### src/rtl/nested_loop_gen.sv
module nested_loop_gen #(
  parameter int W           = 8,
  parameter int OUTER_FIRST = 0,
  parameter int OUTER_COUNT = 8,
  parameter int INNER_N     = 8,
  parameter bit TRIANGULAR  = 1'b1
) (
  input  logic         clk,
  input  logic         rst_n,
  input  logic         start,
  input  logic         enable,
  input  logic [1:0]   strategy,
  output logic [W-1:0] outer_idx,
  output logic [W-1:0] inner_idx,
  output logic         valid,
  output logic         finished
);
  localparam logic [W-1:0] O_FIRST = W'(OUTER_FIRST);
  localparam logic [W-1:0] O_LAST  = W'(OUTER_FIRST + OUTER_COUNT - 1);
  localparam logic [W-1:0] I_CONST = W'(INNER_N);
  localparam logic [1:0]   S_NONE  = 2'd0;
  localparam logic [1:0]   S_EARLY = 2'd1;
  localparam logic [1:0]   S_SHIFT = 2'd2;

  function automatic logic [W-1:0] trip(input logic [W-1:0] o, input logic shorten);
    logic [W-1:0] base;
    base = TRIANGULAR ? o : I_CONST;
    if (shorten) trip = (base != '0) ? base - W'(1) : '0;
    else         trip = base;
  endfunction

  logic         busy, tail;
  logic [1:0]   sq;
  logic [W-1:0] oq, iq;

  wire          shifted = (sq == S_SHIFT);
  wire          early   = (sq == S_EARLY);
  wire [W-1:0]  o_cur   = shifted ? oq - W'(1) : oq;
  wire [W-1:0]  n_cur   = trip(o_cur, early);
  wire          has     = iq < n_cur;
  wire          at_end  = (iq + W'(1)) == n_cur;
  wire          o_end   = (o_cur == O_LAST);
  wire          step_o  = !has || (shifted && at_end);

  always_ff @(posedge clk) begin
    if (!rst_n) begin
      busy <= 1'b0; tail <= 1'b0; sq <= S_NONE;
      oq <= '0; iq <= '0;
      outer_idx <= '0; inner_idx <= '0;
      valid <= 1'b0; finished <= 1'b0;
    end else begin
      valid    <= 1'b0;
      finished <= 1'b0;
      if (enable) begin
        if (tail) begin
          tail     <= 1'b0;
          finished <= 1'b1;
        end else if (busy) begin
          valid     <= has;
          outer_idx <= o_cur;
          inner_idx <= iq;
          if (!step_o) iq <= iq + W'(1);
          else if (o_end) begin
            busy <= 1'b0;
            if (has) tail <= 1'b1;
            else     finished <= 1'b1;
          end else begin
            oq <= oq + W'(1);
            iq <= '0;
          end
        end else if (start) begin
          busy <= 1'b1;
          sq   <= (strategy == 2'd3) ? S_NONE : strategy;
          oq   <= (strategy == S_SHIFT) ? O_FIRST + W'(1) : O_FIRST;
          iq   <= '0;
        end
      end
    end
  end

  a_r9_done_not_valid: assert property (@(posedge clk) disable iff (!rst_n)
    finished |-> !valid);
  a_r9_done_single: assert property (@(posedge clk) disable iff (!rst_n)
    finished |=> !finished);
  a_r10_gap_quiet: assert property (@(posedge clk) disable iff (!rst_n)
    !$past(enable) |-> (!valid && !finished));
  a_r3_inner_bound: assert property (@(posedge clk) disable iff (!rst_n)
    valid |-> (inner_idx < trip(outer_idx, early)));
  a_r3_inner_order: assert property (@(posedge clk) disable iff (!rst_n)
    (valid && $past(valid) && outer_idx == $past(outer_idx)) |-> inner_idx == $past(inner_idx) + W'(1));
  a_r7_no_gap: assert property (@(posedge clk) disable iff (!rst_n)
    (shifted && $past(enable) && $past(valid) && !valid) |-> finished);
endmodule

### config.mk
export PLATFORM = sky130hd
export DESIGN_NAME = nested_loop_gen
export DESIGN_NICKNAME = d
export VERILOG_FILES = /design/src/rtl/nested_loop_gen.sv
export SDC_FILE = /design/constraint.sdc
export NUM_CORES = 1
export LEC_CHECK = 0
export CAP_MARGIN = 40
export CORE_MARGIN = 4
export CORE_UTILIZATION = 58
export DETAILED_ROUTE_END_ITERATION = 6
export PLACE_DENSITY_LB_ADDON = 0.1
export SYNTH_ARGS = -nofsm -noshare
export SYNTH_HDL_FRONTEND = slang
export SYNTH_SLANG_ARGS = --single-unit
### constraint.sdc
create_clock -name clk -period 4.9 [get_ports clk]
set_clock_uncertainty 0.15 [all_clocks]
set_input_delay 0.98 -clock clk [delete_from_list [all_inputs] [get_ports clk]]
set_output_delay 0.98 -clock clk [all_outputs]
set_load 0.05 [all_outputs]
After elaboration in Yosys (flattened, before gate mapping)
Cells that the tools add are included.
{"block": "classes", "add_sub_neg": 4, "magnitude_cmp": 1, "n_eq_ne": 9, "mux": 27, "n_bitwise": 4, "n_reduce_logical": 12}
{"op": "8-bit two-way mux", "count": 11}
{"op": "8-bit by 1-bit adder with 8-bit output (second input constant)", "count": 2}
{"op": "8-bit by 1-bit subtractor with 8-bit output (second input constant)", "count": 2}
{"op": "1-bit two-way mux", "count": 15}
{"op": "8-bit by 3-bit equality test with 1-bit output (second input constant)", "count": 1}
{"op": "8-bit equality test", "count": 1}
{"op": "8-bit less-than comparator", "count": 1}
{"op": "4-bit AND reduction", "count": 2}
{"op": "8-bit nonzero test", "count": 1}
{"op": "2-bit equality test (second input constant)", "count": 3}
{"op": "5-bit AND reduction", "count": 1}
{"op": "1-bit inverter", "count": 4}
{"op": "2-bit AND reduction", "count": 2}
{"op": "4-bit OR reduction", "count": 1}
{"op": "3-bit != test (second input constant)", "count": 1}
{"op": "3-bit AND reduction", "count": 1}
{"op": "2-bit by 1-bit equality test with 1-bit output (second input constant)", "count": 1}
{"op": "2-bit two-way mux", "count": 1}
{"op": "2-bit by 1-bit != test with 1-bit output (second input constant)", "count": 1}
{"op": "2-bit != test (second input constant)", "count": 1}
{"op": "2-bit nonzero test", "count": 1}
{"op": "1-bit logical AND", "count": 1}
{"op": "1-bit logical NOT", "count": 1}
{"op": "1-bit logical OR", "count": 1}
{"block": "word_totals", "register_bits": 38, "out_inout_bits": 18, "elab_cells": 66}

Depth between registers and ports, before layout
Gate-level depths: netlist (run 1).
{"block": "depth", "ltp_word": 11, "depth_mapped": 21, "ltp_nobuf": 19}

Worst setup path before layout (run 1)
No wires, ideal clock.
{"block": "synth_path", "path_type": "register to register", "start": "register oq[0]", "end": "register iq[2]", "arrival_ns": 3.780, "path_slack_ns": 0.847, "stages_incl_launch_ff": 22, "n_path_buf": 2, "synth_period_minus_slack_ns": 4.053, "cell_sequence": "dfxtp_1 > clkbuf_1 > inv_1 > ha_1 > o21ai_0 > inv_1 > ha_1 > nand2_1 > o21ai_0 > mux2i_1 > nand2_1 > ha_1 > nor2b_1 > o21ai_0 > nand2b_1 > a21oi_1 > o21ai_1 > a31oi_1 > clkbuf_1 > o21ai_1 > o21ai_1 > nand3_1"}
{"block": "synth_via", "elab_chain_len": 10, "elab_cells_between_ends": 16}
{"item": "start, declared", "line": "34", "text": "logic [W-1:0] oq, iq;"}
{"item": "start signal, assigned", "line": "68", "text": "oq <= oq + W'(1);"}
{"item": "start signal, assigned", "line": "74", "text": "oq <= (strategy == S_SHIFT) ? O_FIRST + W'(1) : O_FIRST;"}
{"item": "8-bit by 1-bit subtractor with 8-bit output *", "line": "38", "text": "wire [W-1:0] o_cur = shifted ? oq - W'(1) : oq;"}
{"item": "8-bit two-way mux *", "line": "38"}
{"item": "via o_cur[1]", "line": "38"}
{"item": "8-bit by 1-bit subtractor with 8-bit output / 8-bit nonzero test (equally long branches)", "line": "28", "text": "if (shorten) trip = (base != '0) ? base - W'(1) : '0;"}
{"item": "8-bit two-way mux (2 in series)", "line": "28"}
{"item": "8-bit less-than comparator / 8-bit equality test (equally long branches)", "line": "40, 41"}
{"item": "1-bit logical NOT / 1-bit logical AND (equally long branches)", "line": "43", "text": "wire step_o = !has || (shifted && at_end);"}
{"item": "1-bit logical OR", "line": "43"}
{"item": "3-bit != test (no line) / 8-bit two-way mux (equally long branches)"}
{"item": "4-bit AND reduction (no line) / 8-bit two-way mux (equally long branches)"}
{"item": "end signal, assigned", "line": "62", "text": "if (!step_o) iq <= iq + W'(1);"}
{"item": "end, declared", "line": "34"}
Mark *: on every way through the listed nets, which the timed path passes. The rest lies on a longest branch.
A chain may end at the register's enable or synchronous reset.

Worst setup path after layout (run 1)
{"block": "layout_path", "start": "register oq[0]", "end": "register oq[5]"}
{"block": "layout_via", "elab_chain_len": 10, "elab_cells_between_ends": 19}
{"item": "8-bit by 1-bit subtractor with 8-bit output *", "line": "38"}
{"item": "8-bit two-way mux *", "line": "38"}
{"item": "via o_cur[1]", "line": "38"}
{"item": "8-bit by 1-bit subtractor with 8-bit output / 8-bit nonzero test (equally long branches)", "line": "28"}
{"item": "8-bit two-way mux (2 in series)", "line": "28"}
{"item": "8-bit less-than comparator / 8-bit equality test (equally long branches)", "line": "40, 41"}
{"item": "1-bit logical NOT / 1-bit logical AND (equally long branches)", "line": "43"}
{"item": "1-bit logical OR", "line": "43"}
{"item": "2-bit by 1-bit != test with 1-bit output (no line)"}
{"item": "5-bit AND reduction (no line) *"}
Mark *: on every way through the listed nets, which the timed path passes. The rest lies on a longest branch. The select of a mux whose other input is x is not followed.

==> results of run 1 <==
==> area by class of cell <==
type / count / area share
Timing Repair Buffer: 30 / 0.0912
Clock buffer: 5 / 0.0216
Tap cell: 54 / 0.0212
Inverter: 13 / 0.0153
Clock inverter: 3 / 0.0216
Sequential cell: 38 / 0.239
Multi-Input combinational cell: 276 / 0.590
==> state kept, by name, summed over array words and instances (netlist names) <==
signal     cells
outer_idx      8
oq             8
iq             8
valid          1
finished       1
busy           1
inner_idx      8
tail           1
sq             2
==> worst min-delay path by stage <==
| stage | cells after the start | end |
|---|---|---|
| after global routing | 2 | inner_idx[4]$_SDFFE_PN0P_ |
| after detailed placement | 2 | inner_idx[5]$_SDFFE_PN0P_ |
| after floorplan | 2 | finished$_SDFF_PN0_ |
| after global placement | 2 | inner_idx[0]$_SDFFE_PN0P_ |
| final | 2 | inner_idx[5]$_SDFFE_PN0P_ |
| after CTS | 2 | inner_idx[5]$_SDFFE_PN0P_ |
==> cells by family after synthesis <==
| logic type | after synthesis | synth area share |
|---|---|---|
| compound gates | 89 | 0.231 |
| xor+xnor | 18 | 0.0590 |
| fa+ha+maj | 14 | 0.0625 |
| buf+inv | 37 | 0.0576 |
| flops | 38 | 0.272 |
| mux | 7 | 0.0250 |
| simple gates | 148 | 0.293 |
==> per-stage QoR <==
step | area [µm²] | utilization
after floorplan | 2800 | -
after global placement | 3030 | 0.646
after detailed placement | 3050 | 0.649
after CTS | 3180 | 0.679
after global routing | 3180 | 0.679
final | 3180 | 0.679
==> cell usage after synthesis (4+ instances only) <==
| cell type | n |
|---|---|
| a21boi_0 | 9 |
| a21oi_1 | 14 |
| a31oi_1 | 5 |
| and2_1 | 6 |
| and3_1 | 7 |
| clkbuf_1 | 20 |
| dfxtp_1 | 38 |
| ha_1 | 14 |
| inv_1 | 12 |
| mux2i_1 | 7 |
| nand2_1 | 54 |
| nand2b_1 | 6 |
| nand3_1 | 13 |
| nand3b_1 | 5 |
| nand4_1 | 8 |
| nor2_1 | 15 |
| nor3_1 | 4 |
| nor3b_1 | 4 |
| o211a_1 | 4 |
| o211ai_1 | 4 |
| o21ai_0 | 13 |
| o21ai_1 | 14 |
| xnor2_1 | 9 |
| xor2_1 | 8 |
==> layout by cell type (no fill, tap or decap), types with 3 or more instances in the layout <==
cell,synthesis,layout
o211a_1,4,4
o31ai_1,3,3
nand2_1,54,54
ha_1,14,14
mux2i_1,7,7
a21boi_0,9,9
clkbuf_8,0,5
nand2b_1,6,6
a31oi_1,5,5
o211ai_1,4,4
xor2_1,8,8
nand3_1,13,13
and2_1,6,6
a21oi_1,14,14
nand4b_1,3,3
a211oi_1,3,3
nand4_1,8,8
nand3b_1,5,5
nor3b_1,4,4
and3_1,7,7
nor2b_1,3,3
o21ai_0,13,13
buf_4,0,6
nor3_1,4,4
dfxtp_1,38,38
nor4_1,3,3
clkdlybuf4s50_1,0,23
inv_1,12,12
xnor2_1,9,9
o21ai_1,14,14
nor2_1,15,15
==> metal layers <==
layer	vias to the layer above	share of wire
met5	-	0
met4	0	0.023
met3	15	0.034
met2	54	0.50
met1	1201	0.44
li1	1281	-
==> worst min-delay path, delay by kind of cell (launching register included) <==
family | cells | cell delay (ns)
flip-flops | 1 | 0.31
AND/OR/NAND/NOR | 1 | 0.04
AO/OA/AOI/OAI | 1 | 0.06
==> power by group through the flow <==
stage	sequential, mW	clock [mW]	combinational [mW]
2_1_floorplan	0.336	0	0.0824
3_3_place_gp	0.328	0	0.121
3_5_place_dp	0.329	0	0.125
4_1_cts	0.321	0.331	0.125
5_1_grt	0.323	0.344	0.138
6_report	0.321	0.323	0.125
==> impl_metrics.json, run 1 <==
{
  "crit_buf_inv": 2,
  "grt_max_degree": 24,
  "drv_slew": 0,
  "worstPathRequired_ns": 4.99,
  "comb_power_share": 0.163,
  "synth.net_count": 371,
  "crit_type": "reg -> reg",
  "hold_ws_ns": 0.313,
  "yosysUniqueCellTypes": 61,
  "ctsResizeCount": 0,
  "grt_util_met1": 0.295,
  "power_frac_seq": 0.417,
  "drt_wl_total_um": 6790,
  "instances_no_fill": 419,
  "dr.pass1.iters": 5,
  "pre_cts_ws_ns": 0.476,
  "slowest_delay_ns": 0.53,
  "swShare": 0.264,
  "worst_slew_pin_slew_ns": 0.749,
  "end_kind": "flop",
  "arrival_ns": 4.59,
  "timing.final.crit_share": 0.919,
  "root_buffer": "clkbuf_8",
  "cts_sinks": 38,
  "finalSetupViolations": 0,
  "p_clk_frac": 0.420,
  "power_uw": 770,
  "p_int_uw": 567,
  "chipWidth_um": 77.5,
  "gp_congestion": 0.947,
  "clkLatencyLatePin_ns": 0.30,
  "busiest_layer": "met2",
  "critPathTopFamily": "compound AO/OA/AOI/OAI gates",
  "die_h_um": 77.5,
  "p_switching_uw": 203,
  "multi_input_area_mm2": 0.00188,
  "drc": 0,
  "grt_antenna_before_repair": 0,
  "clkTransAtPathRegs_ns": 0.09,
  "crit_chain": "inv_1, ha_1, o21ai_0, inv_1, ha_1, nand2_1, o21ai_0, mux2i_1, nand2_1, ha_1, nor2b_1, o21ai_0, nand2b_1, a21oi_1, o21ai_1, a31oi_1, a2111o_1, a211oi_1, mux2i_1",
  "slowest_stage": "dfxtp_1",
  "wl_per_cell_um": 16.2,
  "ys_warn_count": 0,
  "seqCellArea_um2": 761,
  "diodes": 0,
  "nNetsFinal": 384,
  "yosysTopAreaCellShare": 0.272,
  "synth_cells": 351,
  "r2r-start": "oq[0]$_SDFFE_PN0P_",
  "rr_worst_depth": 19,
  "grt_pass1_vias": 2441,
  "ys_async_sr_fraction": 0,
  "use_met3": 0.0418,
  "status": "finished clean",
  "leakagePower_nw": 1.19,
  "coreArea_mm2": 0.00469,
  "worst_hold_path_type": "reg -> reg",
  "yosysTopAreaCell": "dfxtp_1",
  "hpwl_um": 5200,
  "finalSetupTns_ns": 0,
  "ys_ff_latch": 38,
  "antenna_left": 0,
  "rsz0062_at_grt": "false",
  "maxCapViolCount": 0,
  "clock.fmax_mhz": 222,
  "holdCritStartpoint": "inner_idx[5]$_SDFFE_PN0P_",
  "crit_start": "oq[0]$_SDFFE_PN0P_",
  "maxSlewHeadroom": 0.501,
  "synth_area_mm2": 0.00280,
  "dieArea_mm2": 0.00601,
  "hold_violations": 0,
  "grt_pass1_wl_um": 11700,
  "postCtsSetupRepairBufs": 0,
  "crit_fanout": 9,
  "grt_remaining_overflow": 0,
  "synth_ff_type": "dfxtp_1",
  "cts_max_path_buffers": 2,
  "worstSetupStartpointType": "flop",
  "pin_count": 24,
  "synth_enable_flop_cells": 0,
  "worst-path-stages": 19,
  "synth.top_cells.by_area": "dfxtp_1 27%, nand2_1 7.2%, ha_1 6.3%, xnor2_1 2.8%, clkbuf_1 2.7%",
  "dp_cells": 411,
  "nFillCells": 402,
  "cts_buffers": 5,
  "powerDensity_mw_per_mm2": 242,
  "syn_avg_cell_area_um2": 7.98,
  "rows": 25,
  "grt_use_met2": 0.428,
  "final.min_clock_period_ns": 4.51,
  "grt_usage": 0.241,
  "max-vdd-ir-drop_v": 0.000158,
  "start_util": 0.597,
  "io_buffer_count": 23,
  "areaGrowthSynthToFinish_pct": 13.7,
  "setup_ws_ns": 0.395,
  "drive_gt1_frac": 0.0904,
  "vias": 2551,
  "crit_path_end": "oq[5]$_SDFFE_PN0P_",
  "r2r_end": "oq[5]$_SDFFE_PN0P_",
  "htree_levels": 2,
  "ctsHoldBuffers": 0,
  "seq_area_frac_synth": 0.272,
  "drtIter0Drc": 156,
  "cts_tree": "done",
  "via_per_inst": 6.09,
  "rrSetupSlack_ns": 0.39
}
Power figures use the tool's default switching activity.
==> run 2: changes to the inputs <==
--- a/config.mk
+++ b/config.mk
@@ -10,6 +10,7 @@
 export CORE_UTILIZATION = 58
 export DETAILED_ROUTE_END_ITERATION = 6
 export PLACE_DENSITY_LB_ADDON = 0.1
+export SLEW_MARGIN = 20
 export SYNTH_ARGS = -nofsm -noshare
 export SYNTH_HDL_FRONTEND = slang
 export SYNTH_SLANG_ARGS = --single-unit
==> results of run 2 <==
Same layout as run 1: the final DEF is identical, and so are final timing and power.
